### src/rtl/credit_pkg.sv
package credit_pkg;
  typedef enum logic [2:0] {
    UPD_HOLD,
    UPD_DEC,
    UPD_INC,
    UPD_DROP,
    UPD_LOAD
  } upd_e;
endpackage

### src/rtl/credit_gate.sv
module credit_gate (
  input  logic if_en,
  input  logic src_valid,
  input  logic loading,
  input  logic has_credit,
  output logic take
);
  // Handshake accepted only when enabled, credit is left and no load this cycle
  always_comb begin
    take = if_en & src_valid & has_credit & ~loading;
  end
endmodule

### src/rtl/credit_store.sv
module credit_store
  import credit_pkg::*;
#(
  parameter int CNT_W       = 6,
  parameter int MAX_CREDIT  = 32,
  parameter int INIT_CREDIT = 32
) (
  input  logic             clk,
  input  logic             rst,
  input  logic             load,
  input  logic [CNT_W-1:0] load_val,
  input  logic             take,
  input  logic             ret,
  output logic [CNT_W-1:0] cnt,
  output logic             avail,
  output logic             ovf
);
  localparam logic [CNT_W-1:0] MAXV  = CNT_W'(MAX_CREDIT);
  localparam logic [CNT_W-1:0] INITV = CNT_W'(INIT_CREDIT);

  upd_e             op;
  logic [CNT_W-1:0] cnt_n;
  logic             ovf_n;

  always_comb begin
    if (load)              op = UPD_LOAD;
    else if (take && ret)  op = UPD_HOLD;
    else if (take)         op = UPD_DEC;
    else if (ret)          op = (cnt == MAXV) ? UPD_DROP : UPD_INC;
    else                   op = UPD_HOLD;
  end

  always_comb begin
    cnt_n = cnt;
    ovf_n = ovf;
    case (op)
      UPD_LOAD: begin
        cnt_n = (load_val > MAXV) ? MAXV : load_val;
        ovf_n = 1'b0;
      end
      UPD_DEC:  cnt_n = cnt - 1'b1;
      UPD_INC:  cnt_n = cnt + 1'b1;
      UPD_DROP: ovf_n = 1'b1;
      default:  ;
    endcase
  end

  always_ff @(posedge clk) begin
    if (rst) begin
      cnt   <= INITV;
      avail <= (INITV != '0);
      ovf   <= 1'b0;
    end else begin
      cnt   <= cnt_n;
      avail <= (cnt_n != '0);
      ovf   <= ovf_n;
    end
  end

  // the registered availability flag tracks the count
  assert_avail_match_R10: assert property (@(posedge clk) disable iff (rst)
    avail == (cnt != '0));

  // a return at the ceiling is dropped and flagged
  assert_drop_at_max_R8: assert property (@(posedge clk) disable iff (rst)
    (ret && !take && !load && cnt == MAXV) |=> (cnt == MAXV) && ovf);

  // spend and return together hold the balance
  assert_even_swap_R7: assert property (@(posedge clk) disable iff (rst)
    (ret && take && !load) |=> $stable(cnt));

  // loads never leave the balance above the ceiling and clear the flag
  assert_load_clamp_R2: assert property (@(posedge clk) disable iff (rst)
    load |=> (cnt <= MAXV) && !ovf);
endmodule

### src/rtl/credit_counter.sv
module credit_counter #(
  parameter int CNT_W       = 6,
  parameter int MAX_CREDIT  = 32,
  parameter int INIT_CREDIT = 32
) (
  input  logic             clk,
  input  logic             rst,
  input  logic             if_en,
  input  logic             src_valid,
  output logic             src_ack,
  input  logic             cred_return,
  input  logic             cfg_wr,
  input  logic [CNT_W-1:0] cfg_wdata,
  output logic [CNT_W-1:0] credit_now,
  output logic             credit_avail,
  output logic             credit_ovf
);
  logic take;

  credit_gate u_gate (
    .if_en      (if_en),
    .src_valid  (src_valid),
    .loading    (cfg_wr),
    .has_credit (credit_avail),
    .take       (take)
  );

  credit_store #(
    .CNT_W       (CNT_W),
    .MAX_CREDIT  (MAX_CREDIT),
    .INIT_CREDIT (INIT_CREDIT)
  ) u_store (
    .clk      (clk),
    .rst      (rst),
    .load     (cfg_wr),
    .load_val (cfg_wdata),
    .take     (take),
    .ret      (cred_return),
    .cnt      (credit_now),
    .avail    (credit_avail),
    .ovf      (credit_ovf)
  );

  assign src_ack = take;

  // no acknowledge with an empty balance
  assert_no_send_empty_R5: assert property (@(posedge clk) disable iff (rst)
    (credit_now == '0) |-> !src_ack);

  // enable low masks the handshake
  assert_gate_off_R9: assert property (@(posedge clk) disable iff (rst)
    !if_en |-> !src_ack);

  // a lone acknowledge spends exactly one credit
  assert_spend_one_R4: assert property (@(posedge clk) disable iff (rst)
    (src_ack && !cred_return) |=> credit_now == $past(credit_now) - 1'b1);
endmodule

### config.mk
export PLATFORM = sky130hd
export DESIGN_NAME = credit_counter
export DESIGN_NICKNAME = d
export VERILOG_FILES = /design/src/rtl/credit_pkg.sv /design/src/rtl/credit_gate.sv /design/src/rtl/credit_store.sv /design/src/rtl/credit_counter.sv
export SDC_FILE = /design/constraint.sdc
export NUM_CORES = 1
export LEC_CHECK = 0
export BUFFER_PORTS_ARGS = -buffer_cell sky130_fd_sc_hd__buf_2
export CAP_MARGIN = 0
export CELL_PAD_IN_SITES_DETAIL_PLACEMENT = 0
export CELL_PAD_IN_SITES_GLOBAL_PLACEMENT = 1
export CORE_UTILIZATION = 39
export CTS_BUF_LIST = sky130_fd_sc_hd__clkbuf_2
export DETAILED_ROUTE_END_ITERATION = 10
export PLACE_DENSITY = 0.86
export SYNTH_ARGS = -nofsm -noshare
export SYNTH_HDL_FRONTEND = slang
export SYNTH_HIERARCHICAL = 1
export SYNTH_SLANG_ARGS = --single-unit
### constraint.sdc
create_clock -name clk -period 7 [get_ports clk]
set_input_delay 0.35 -clock clk [delete_from_list [all_inputs] [get_ports clk]]
set_output_delay 0.35 -clock clk [all_outputs]
set_load 0.05 [all_outputs]
# [Word level (Yosys, flattened, before mapping)]
# Cells that the tools add are included.
[op_classes] add_sub_neg=2 magnitude_cmp=1 n_reduce_logical=3 mux=8 bitwise=4 n_eq_ne=5
[ops] operator="$pmux W6 S3" count=1
[ops] operator="$mux W3" count=4
[ops] operator="$add A6 B1 Y6 const B" count=1
[ops] operator="$eq A3 B2 Y1 const B" count=2
[ops] operator="$eq A6 B6 Y1 const B" count=1
[ops] operator="$gt A6 B6 Y1 const B" count=1
[ops] operator="$mux W6" count=1
[ops] operator="$reduce_bool A6 Y1" count=1
[ops] operator="$sub A6 B1 Y6 const B" count=1
[ops] operator="$and A1 B1 Y1" count=3
[ops] operator="$eq A3 B1 Y1 const B" count=1
[ops] operator="$eq A3 B3 Y1 const B" count=1
[ops] operator="$pmux W1 S2" count=1
[ops] operator="$reduce_bool A2 Y1" count=1
[ops] operator="$logic_and A1 B1 Y1" count=1
[ops] operator="$mux W1" count=1
[ops] operator="$not A1 Y1" count=1
[word_totals] elab_cells=26 regBits=8 out_inout_bits=9

# [Depth between registers and ports, before layout]
# Gate-level depths: netlist of the first run.
[logic_depth] word_depth=9 mapped_depth=11 mapped_depth_nobuf=11

# [By module]
# Netlist of the first run, hierarchy kept.
[by_module_without_submodules] module="credit_store" seq_area_each_um2=160.2 cells_each=68 instances=1 area_each_um2=598.1
[by_module_without_submodules] module="credit_gate" seq_area_each_um2=0.0 cells_each=1 instances=1 area_each_um2=10.0

# [Least setup slack after synthesis of the first run]
# Ideal clock, no wire load.
[synth_timing] path_kind="register to register" from="register u_store.avail" to="register u_store.avail" slack_ns=3.821 arrival_time_ns=3.046 synth_period_minus_slack_ns=3.179 stages_incl_launch_ff=12 path_cell_list="dfxtp_1 > and4b_1 > nor2b_1 > a21boi_2 > nand2_1 > ha_1 > a211oi_1 > o21bai_1 > a21oi_1 > mux2i_1 > xor2_1 > o211ai_1"
[synth_between] elab_chain_cells=8 elab_cells_between_ends=11 cone_classes="eq/ne (3); mux (4); bitwise (2); reduce/logical (2)"
[synth_rtl] item="from (decl)" line_no="credit_store.sv:15" rtl="output logic avail,"
[synth_rtl] item="from (signal assigned)" line_no="credit_store.sv:51" rtl="avail <= (INITV != '0);"
[synth_rtl] item="from (signal assigned)" line_no="credit_store.sv:55" rtl="avail <= (cnt_n != '0);"
[synth_rtl] item="$and A1 B1 Y1 * (2 in series)" line_no="credit_gate.sv:10" rtl="take = if_en & src_valid & has_credit & ~loading;"
[synth_rtl] item="via src_ack" line_no="credit_counter.sv:10" rtl="output logic src_ack,"
[synth_rtl] item="$mux W3 or $logic_and A1 B1 Y1 (tied branches)" line_no="credit_store.sv:28, credit_store.sv:27"
[synth_rtl] item="$mux W3 *" line_no="credit_store.sv:27" rtl="else if (take && ret) op = UPD_HOLD;"
[synth_rtl] item="$mux W3 *" line_no="credit_store.sv:26" rtl="if (load) op = UPD_LOAD;"
[synth_rtl] item="$eq A3 B2 Y1 (tied with other cells)" line_no="credit_store.sv:36" rtl="case (op)"
[synth_rtl] item="$pmux W6 S3 *" line_no="credit_store.sv:36"
[synth_rtl] item="$reduce_bool A6 Y1 *" line_no="credit_store.sv:55"
# Mark *: on every way through the listed nets, which the timed path passes. The rest lies on a longest branch.
# A chain may end at the register's enable or synchronous reset.

# [Worst setup path after layout of the first run]
[layout_timing] from="input port cfg_wr" to="register u_store.avail"
[layout_between] elab_chain_cells=8 elab_cells_between_ends=11 cone_classes="eq/ne (3); mux (4); bitwise (2); reduce/logical (2)"
[layout_rtl] item="from (decl)" line_no="credit_counter.sv:12" rtl="input logic cfg_wr,"
[layout_rtl] item="$not A1 Y1" line_no="credit_gate.sv:10"
[layout_rtl] item="$and A1 B1 Y1" line_no="credit_gate.sv:10"
[layout_rtl] item="$mux W3 or $logic_and A1 B1 Y1 (tied branches)" line_no="credit_store.sv:28, credit_store.sv:27"
[layout_rtl] item="$mux W3" line_no="credit_store.sv:27"
[layout_rtl] item="$mux W3 *" line_no="credit_store.sv:26"
[layout_rtl] item="$eq A3 B2 Y1 (tied with other cells)" line_no="credit_store.sv:36"
[layout_rtl] item="$pmux W6 S3 *" line_no="credit_store.sv:36"
[layout_rtl] item="$reduce_bool A6 Y1 *" line_no="credit_store.sv:55"
# Every way passes the cells marked *; elsewhere a longest branch is shown, timed or not.

==> flow_summary.json, run 1 <==
{
  "rsz0062_at_grt": "false",
  "place_hpwl_um": 1100,
  "die_y_um": 41.5,
  "synthesis.instances": 69,
  "vias_per_cell": 5.47,
  "yosysSeqAreaShare_pct": 26.3,
  "initial_core_util_pct": 44.0,
  "path_clk_slew_ns": 0.08,
  "tightest_slew_ns": 0.558,
  "synth_area_um2": 608,
  "crit_fanout": 11,
  "syn_nets": 86,
  "avgSynthCellArea_um2": 8.81,
  "layout.cells.non_filler": 106,
  "yosys_most_used_dff": "dfxtp_1",
  "critPathRequiredTime_ns": 7.12,
  "drt_first_pass_iters": 4,
  "synth_cell_types": 33,
  "p_leak_nw": 0.333,
  "slew_headroom_pct": 62.6,
  "cts_tree": "yes",
  "grt-ovfl-total": 0,
  "fill_cells": 141,
  "place_inst": 103,
  "critPathMaxStageDelay_ns": 0.44,
  "placed_area_um2": 723,
  "power_density_nw_per_um2": 226,
  "ctsResizeCount": 0,
  "rows": 13,
  "syn_to_final_growth_pct": 21.4,
  "wl_per_cell_um": 12.8,
  "vias": 580,
  "cp_top_family": "simple AND/OR/NAND/NOR gates",
  "end_kind": "flop",
  "cts_buffer_depth": 2,
  "gp_congestion": 0.796,
  "cts-root-buf": "clkbuf_2",
  "cts_sinks": 8,
  "vdd_drop_max_v": 0.000127,
  "finalCritPeriodShare_pct": 41.8,
  "grt_max_degree": 12,
  "numCtsBuffers": 3,
  "utilization_pct": 53.4,
  "die_area_um2": 1720,
  "layout_commonest_cell": "buf_2",
  "port_buffers": 20,
  "htree_levels": 1,
  "clock_latency_ns": 0.24,
  "holdCritPathClass": "in -> reg",
  "crit_slowest_cell": "fa_1",
  "stdcell_area_um2": 738,
  "nNetsFinal": 110,
  "drt-initial-drc-count": 7,
  "antenna_found_initial": 0,
  "finalClockSkew_ns": 0.0126,
  "worstPathArrival_ns": 3.04,
  "slew_violations": 0,
  "postCtsHoldBufs": 0,
  "cp-start-kind": "primary input",
  "yosys_warnings": 6,
  "outcome": "finished, final reports clean",
  "postRouteAntennaNets": 0,
  "postCtsSetupBuffers": 0,
  "setup_violations": 0,
  "drc": 0,
  "io_pins": 21,
  "grt_pass1_vias": 513,
  "cp_num_buf_inv": 1,
  "final_cell_mix": "buf_2 (20), dfxtp_1 (8), nand2_1 (6)",
  "path_cells": "buf_2 > and4b_1 > nor2b_1 > a21boi_2 > nand2_1 > fa_1 > a21o_1 > a21oi_1 > xor2_1 > o211ai_1 > nor4_2 > o211ai_1",
  "routed_wl_um": 1360,
  "max_freq_ghz": 0.342,
  "groute.usage.overall_pct": 17.3,
  "crit_top_cell": "o211ai_1",
  "core_um2": 1380,
  "drv_cap": 0,
  "async_reset_ff_share_pct": 0,
  "yosys_register_bits": 8,
  "layout-drive-gt1-share_pct": 29.7,
  "synth-edff-count": 0,
  "crit_type": "in -> reg",
  "finalHoldViolCount": 0,
  "die_x_um": 41.5,
  "setup_tns_ns": 0,
  "antenna_cells": 0,
  "fin_crit_ns": 2.92,
  "grt_pass1_wl_um": 2340
}
## kinds of logic (layout without fill, tap and decap cells)
logic type / after synthesis / after routing / synth area share [%]
flops: 8 / 8 / 26.3
simple gates: 24 / 24 / 24.9
compound gates: 23 / 23 / 27.4
buf+inv: 4 / 26 / 2.47
mux: 1 / 1 / 1.65
fa+ha+maj: 5 / 5 / 11.5
xor+xnor: 4 / 4 / 5.76
## cells in the mapped netlist, types with 2 or more instances
library cell / n / area, um^2
xor2_1: 3 / 26.3
nor2b_1: 5 / 31.3
dfxtp_1: 8 / 160
a21oi_1: 4 / 20.0
a31oi_1: 2 / 12.5
nand2_1: 6 / 22.5
a221o_1: 2 / 20.0
o21bai_1: 2 / 15.0
ha_1: 4 / 50.1
nor2_1: 3 / 11.3
nor3_1: 2 / 10.0
inv_1: 3 / 11.3
o211ai_1: 3 / 22.5
o21ai_0: 3 / 15.0
## layout make-up
type                       count  area (um^2)  area share (%)
sequential                     8          160            21.7
inverter                       3         11.3            1.53
tap                           15         18.8            2.54
clock buffer                   3         15.0            2.03
timing repair buffer          20          100            13.6
multi-input combinational     57          433            58.6
## final timing paths
path                  from             end  cells past startpoint  slack, ns
max                 cfg_wr   u_store/avail                     12       4.08
min                    rst  u_store/cnt[4]                      2       0.37
max reg2reg  u_store/avail   u_store/avail                     11       4.11
min reg2reg    u_store/ovf     u_store/ovf                      2       0.53
## flip-flops by register name (all words and copies together), names as in the netlist
signal / count
u_store/avail: 1
u_store/ovf: 1
u_store/cnt: 6
## routing by layer
| metal | up-vias | global-route usage, % | wire (um) | share of wire [%] |
|---|---|---|---|---|
| met5 | - | 0 | 0 | 0 |
| met4 | 0 | 0 | 0 | 0 |
| met3 | 0 | 6.52 | 90 | 6.6 |
| met2 | 23 | 24.4 | 572 | 42 |
| met1 | 257 | 26.5 | 697 | 51 |
| li1 | 300 | - | - | - |
## worst register-to-register path: stages, from the launching register on
cell      delay, ns
dfxtp_1        0.31
and4b_1        0.22
nor2b_1        0.17
a21boi_2       0.30
nand2_1        0.21
fa_1           0.44
a21o_1         0.18
a21oi_1        0.17
xor2_1         0.22
o211ai_1       0.13
nor4_2         0.30
o211ai_1       0.12
## metrics by stage
stage	hold slack [ns]	total power, W	setup slack (ns)
5_1_grt	0.368	0.000180	3.81
3_3_place_gp	0.518	0.000140	3.87
6_report	0.371	0.000166	4.08
2_1_floorplan	0.419	0.000122	3.82
4_1_cts	0.369	0.000168	4.08
3_5_place_dp	0.527	0.000141	3.84
## where the power goes
group          leakage (nW)  switching (W)  total [W]  internal (W)
combinational         0.254      0.0000510  0.0000831     0.0000321
sequential           0.0657     0.00000637  0.0000566     0.0000503
clock                0.0125      0.0000151  0.0000267     0.0000117
total                 0.333      0.0000724   0.000166     0.0000940
Note: power is estimated with default switching activity, not from simulation.
==> run 2, diff against run 1 <==
CORE_UTILIZATION = 36   (was 39)
PLACE_DENSITY = 0.81   (was 0.86)
clock period = 2.8 ns   (was 7 ns; I/O delays follow)
==> flow_summary.json, run 2 (synthesized netlist as in run 1, its figures left out) <==
{
  "outcome": "finished, final reports clean",
  "min_from": "rst",
  "nNetsFinal": 115,
  "antenna_cells": 0,
  "cp_top_family": "compound AO/OA/AOI/OAI gates",
  "cts_buffer_depth": 2,
  "largest_reg_flops": 6,
  "drt-initial-drc-count": 19,
  "slew_headroom_pct": 62.6,
  "finalClockSkew_ns": 0.00380,
  "end_kind": "flop",
  "layout_commonest_cell": "buf_2",
  "finalHoldViolCount": 0,
  "top_regs": "u_store/cnt: 6 flops, u_store/avail: 1 flops, u_store/ovf: 1 flops",
  "place_hpwl_um": 1150,
  "die_area_um2": 1860,
  "cts_sinks": 8,
  "cts-root-buf": "clkbuf_2",
  "crit_top_cell": "o21ai_0",
  "totalPowerFinal_w": 0.000433,
  "finalCritPeriodShare_pct": 92.2,
  "crit_slowest_cell": "dfxtp_2",
  "rsz0062_at_grt": "false",
  "final_cell_mix": "buf_2 (20), dfxtp_1 (7), nand2_1 (6)",
  "grt-ovfl-total": 0,
  "critPathMaxStageDelay_ns": 0.32,
  "drv_cap": 0,
  "hold_end": "u_store/cnt[4]",
  "worst-r2r-cell-count": 12,
  "setup_ws_ns": 0.219,
  "postCtsSetupBuffers": 0,
  "pre_cts_ws_ns": 0.157,
  "grt_max_degree": 11,
  "worstPathArrival_ns": 2.69,
  "syn_to_final_growth_pct": 29.4,
  "cts_tree": "yes",
  "groute.usage.overall_pct": 16.9,
  "holdCritPathClass": "in -> reg",
  "r2r_end": "u_store/cnt[5]",
  "slew_violations": 0,
  "cp_num_buf_inv": 1,
  "tightest_slew_ns": 0.558,
  "cp-start-kind": "flop",
  "vias": 616,
  "top_register": "u_store/cnt",
  "layout-drive-gt1-share_pct": 36.5,
  "holdPathStages": 2,
  "p_leak_nw": 0.357,
  "rows": 14,
  "vias_per_cell": 5.50,
  "crit_fanout": 5,
  "whs_ns": 0.163,
  "clock_latency_ns": 0.23,
  "grt_pass1_wl_um": 2310,
  "drt_first_pass_iters": 4,
  "io_pins": 21,
  "die_x_um": 43.1,
  "postRouteAntennaNets": 0,
  "wl_per_cell_um": 13.1,
  "grt_pass1_vias": 576,
  "power_density_nw_per_um2": 550,
  "vdd_drop_max_v": 0.000220,
  "setup_violations": 0,
  "setup_tns_ns": 0,
  "port_buffers": 20,
  "crit_type": "reg -> reg",
  "ctsResizeCount": 0,
  "htree_levels": 1,
  "fin_crit_ns": 2.58,
  "critPathRequiredTime_ns": 2.91,
  "postCtsHoldBufs": 0,
  "core_um2": 1540,
  "routed_wl_um": 1470,
  "reg2reg_from": "u_store/avail",
  "initial_core_util_pct": 39.4,
  "path_clk_slew_ns": 0.08,
  "path_cells": "and4b_4 > nor2b_1 > a21boi_2 > nand2_1 > buf_4 > ha_1 > o21ai_0 > o21bai_1 > a21oi_1 > mux2i_1 > xor2_1 > o21ai_0",
  "gp_congestion": 0.758,
  "max_freq_ghz": 0.387,
  "antenna_found_initial": 0,
  "numCtsBuffers": 3,
  "die_y_um": 43.1,
  "rrSetupSlack_ns": 0.22,
  "drc": 0
}
==> run 2: cell count changes in the layout (fill, tap and decap cells not counted) <==
cell,delta
and4b_4,+1
buf_4,+5
a211oi_2,+1
a211oi_1,-1
and4b_1,-1
dfxtp_2,+1
dfxtp_1,-1
==> run 2: worst max path at each step <==
stage | to | slack [ns] | start | cells after the start
after global routing | u_store/cnt[5] | 0.0004 | u_store/avail | 12
after CTS | u_store/cnt[5] | 0.12 | u_store/avail | 11
final | u_store/cnt[5] | 0.22 | u_store/avail | 12
after floorplan | u_store/avail | 0.05 | u_store/avail | 11
after detailed placement | u_store/avail | 0.16 | u_store/avail | 11
after global placement | u_store/avail | 0.13 | u_store/avail | 11
==> run 2: worst register-to-register path, stage by stage, from the launching register on <==
cell and delay [ns]:
dfxtp_2 0.32, and4b_4 0.19, nor2b_1 0.14, a21boi_2 0.19
nand2_1 0.15, buf_4 0.18, ha_1 0.30, o21ai_0 0.12
o21bai_1 0.10, a21oi_1 0.22, mux2i_1 0.24, xor2_1 0.19
o21ai_0 0.11
==> run 2: through the flow <==
stage                     std cells  util [%]  cell area, um^2
after floorplan                  69         -              613
after global placement          109      49.8              767
after detailed placement        109      49.8              767
after CTS                       112      50.7              782
after global routing            112      51.1              787
final                           112      51.1              787
==> run 2: layout make-up <==
type / instances / area (um^2)
sequential: 8 / 161
fill: 153 / 754
inverter: 3 / 11.3
clock buffer: 3 / 15.0
timing repair buffer: 25 / 138
tap: 16 / 20.0
multi-input combinational: 57 / 442
==> run 2: layer usage <==
layer	track usage (%)	share of wire, %	vias to the layer above
met1	19.7	44	269
met5	0	0	-
met2	28.7	48	33
met4	10.9	0.95	0
li1	-	-	312
met3	1.70	7.8	2
==> run 2: power by group <==
part | internal, W | switching [W]
clock | 0.0000292 | 0.0000377
sequential | 0.000126 | 0.0000126
combinational | 0.0000920 | 0.000135
==> run 3, diff against run 2 <==
--- a/config.mk
+++ b/config.mk
@@ -7,2 +7,3 @@
 export LEC_CHECK = 0
+export ABC_AREA = 1
 export BUFFER_PORTS_ARGS = -buffer_cell sky130_fd_sc_hd__buf_2
@@ -14,3 +15,3 @@
 export DETAILED_ROUTE_END_ITERATION = 10
-export PLACE_DENSITY = 0.81
+export PLACE_DENSITY = 0.82
 export SYNTH_ARGS = -nofsm -noshare
--- a/constraint.sdc
+++ b/constraint.sdc
@@ -3,2 +3,2 @@
 set_output_delay 0.14 -clock clk [all_outputs]
-set_load 0.05 [all_outputs]
+set_load 0.01 [all_outputs]
==> flow_summary.json, run 3 <==
{
  "cts_tree": "yes",
  "yosys_register_bits": 8,
  "final_cell_mix": "nand2_1 (32), buf_2 (20), nor2_1 (17)",
  "io_pins": 21,
  "yosysMostFrequentCell": "nand2_1",
  "die_area_um2": 2280,
  "yosysTopAreaCell": "dfxtp_1",
  "path_cells": "nand2_1 > nor2_2 > inv_2 > nand2_2 > nor2_4 > nand2_4 > nand2_8 > ha_1 > a21oi_1 > nand2_1 > nand2_1 > nand2_2 > nand2_1 > nand2_1 > nor2_1 > nand2_1 > nor2_1 > nand2_1",
  "vdd_drop_max_v": 0.000225,
  "routed_wl_um": 1640,
  "power_density_nw_per_um2": 441,
  "finalCritPeriodShare_pct": 82.7,
  "pre_cts_ws_ns": 0.406,
  "core_um2": 1960,
  "crit_slowest_cell": "ha_1",
  "yosys_warnings": 6,
  "setup_ws_ns": 0.483,
  "synth-edff-count": 0,
  "antenna_cells": 0,
  "layout_commonest_cell": "nand2_1",
  "layout-drive-gt1-share_pct": 27.9,
  "grt_pass1_vias": 626,
  "initial_core_util_pct": 38.3,
  "top_register": "u_store/cnt",
  "r2r_end": "u_store/avail",
  "postCtsHoldBufs": 0,
  "synth_top_area_share_pct": 21.3,
  "critPathMaxStageDelay_ns": 0.35,
  "cts_buffer_depth": 2,
  "rsz0062_at_grt": "false",
  "worst-r2r-cell-count": 18,
  "avgSynthCellArea_um2": 6.37,
  "postCtsSetupBuffers": 0,
  "vias": 769,
  "fill_cells": 239,
  "vias_per_cell": 4.60,
  "wl_per_cell_um": 9.84,
  "rows": 16,
  "end_kind": "flop",
  "drv_cap": 0,
  "reg2reg_from": "u_store/avail",
  "clock_latency_ns": 0.23,
  "grt_pass1_wl_um": 2620,
  "synth_cell_types": 22,
  "cts_sinks": 8,
  "synthTopCellsByArea": "dfxtp_1 (21%), nand2_1 (16%), nand3_1 (10%)",
  "antenna_found_initial": 0,
  "syn_to_final_growth_pct": 19.1,
  "gp_congestion": 0.781,
  "tightest_slew_ns": 0.295,
  "yosys_most_used_dff": "dfxtp_1",
  "htree_levels": 1,
  "place_inst": 164,
  "postRouteAntennaNets": 0,
  "p_leak_nw": 0.520,
  "cp-start-kind": "flop",
  "cp_top_family": "simple AND/OR/NAND/NOR gates",
  "synth_area_um2": 752,
  "syn_nets": 135,
  "crit_start": "u_store/avail",
  "die_x_um": 47.7,
  "crit_type": "reg -> reg",
  "nNetsFinal": 159,
  "grt_max_degree": 12,
  "setup_violations": 0,
  "drt_first_pass_iters": 4,
  "cts-root-buf": "clkbuf_2",
  "yosysSeqAreaShare_pct": 21.3,
  "groute.usage.overall_pct": 17.0,
  "finalHoldViolCount": 0,
  "rrSetupSlack_ns": 0.48,
  "cp.depth": 18,
  "fin_crit_ns": 2.32,
  "synthesis.instances": 118,
  "finalClockSkew_ns": 0.000617,
  "synth_commonest_cells": "nand2_1 (32), nor2_1 (17), nand3_1 (15)",
  "layout.cells.non_filler": 167,
  "cp_num_buf_inv": 1,
  "crit_fanout": 11,
  "drc": 0,
  "place_hpwl_um": 1420,
  "port_buffers": 20,
  "whs_ns": 0.176,
  "async_reset_ff_share_pct": 0,
  "ctsResizeCount": 0,
  "critPathRequiredTime_ns": 2.93,
  "slew_violations": 0,
  "grt-ovfl-total": 0,
  "crit_end": "u_store/avail",
  "path_clk_slew_ns": 0.08,
  "top_regs": "u_store/cnt: 6 flops, u_store/avail: 1 flops, u_store/ovf: 1 flops",
  "max_freq_ghz": 0.432,
  "die_y_um": 47.7,
  "outcome": "finished, final reports clean",
  "numCtsBuffers": 3,
  "holdCritPathClass": "in -> reg",
  "drt-initial-drc-count": 15,
  "crit_top_cell": "nand2_1",
  "worstPathArrival_ns": 2.45,
  "largest_reg_flops": 6,
  "setup_tns_ns": 0,
  "slew_headroom_pct": 80.1
}
## run 3: cell types whose count changed after synthesis, sizes merged, moves of 2 or more
cell    previous run  this run
o21ai              3         1
xor2               3         1
a221o              2         0
nand3              1        16
nor2               4        21
nor2b              5         0
o21bai             2         0
o211ai             3         0
inv                3        17
nand4              0         2
nand2              6        38
and2               2         0
## run 3: layout make-up
class / count / area, um^2 / share of cell area [%]
multi-input combinational: 92 / 523 / 58.4
sequential: 8 / 160 / 17.9
timing repair buffer: 20 / 100 / 11.2
inverter: 17 / 63.8 / 7.12
tap: 27 / 33.8 / 3.77
clock buffer: 3 / 15.0 / 1.68
## run 3: where the power goes
part           internal, W  switching [W]  leakage [nW]
Sequential        0.000124      0.0000116        0.0658
Combinational    0.0000736       0.000116         0.441
Clock            0.0000292      0.0000404        0.0125
## run 3: worst min path at each step
stage,slack (ns),endpoint,start,cells past startpoint
after floorplan,0.21,u_store/cnt[1],rst,1
after global placement,0.41,u_store/cnt[1],rst,2
after detailed placement,0.43,u_store/cnt[1],rst,2
after CTS,0.18,u_store/cnt[3],rst,2
after global routing,0.15,u_store/cnt[0],rst,2
final,0.18,u_store/cnt[1],rst,2
## run 3: cell families after synthesis
logic type | share of synthesized area, %
buffers and inverters | 9.15
adders and majority gates | 9.32
DFF | 21.3
AOI/OAI and AO/OA | 4.16
and+or+nand+nor | 54.9
xor gates and xnor gates | 1.16
## run 3: metal layers
layer	wire, um	global-route usage (%)
met1	847	22.7
met2	739	26.2
met3	37	1.13
met4	19	11.7
met5	0	0
## run 3: per-stage QoR
| step | power, W | util, % | area (um^2) |
|---|---|---|---|
| 6_report | 0.000395 | 45.7 | 896 |
| 5_1_grt | 0.000436 | 45.7 | 896 |
| 4_1_cts | 0.000398 | 45.7 | 896 |
| 3_5_place_dp | 0.000330 | 44.9 | 881 |
| 3_3_place_gp | 0.000328 | 44.9 | 881 |
| 2_1_floorplan | 0.000281 | - | 752 |
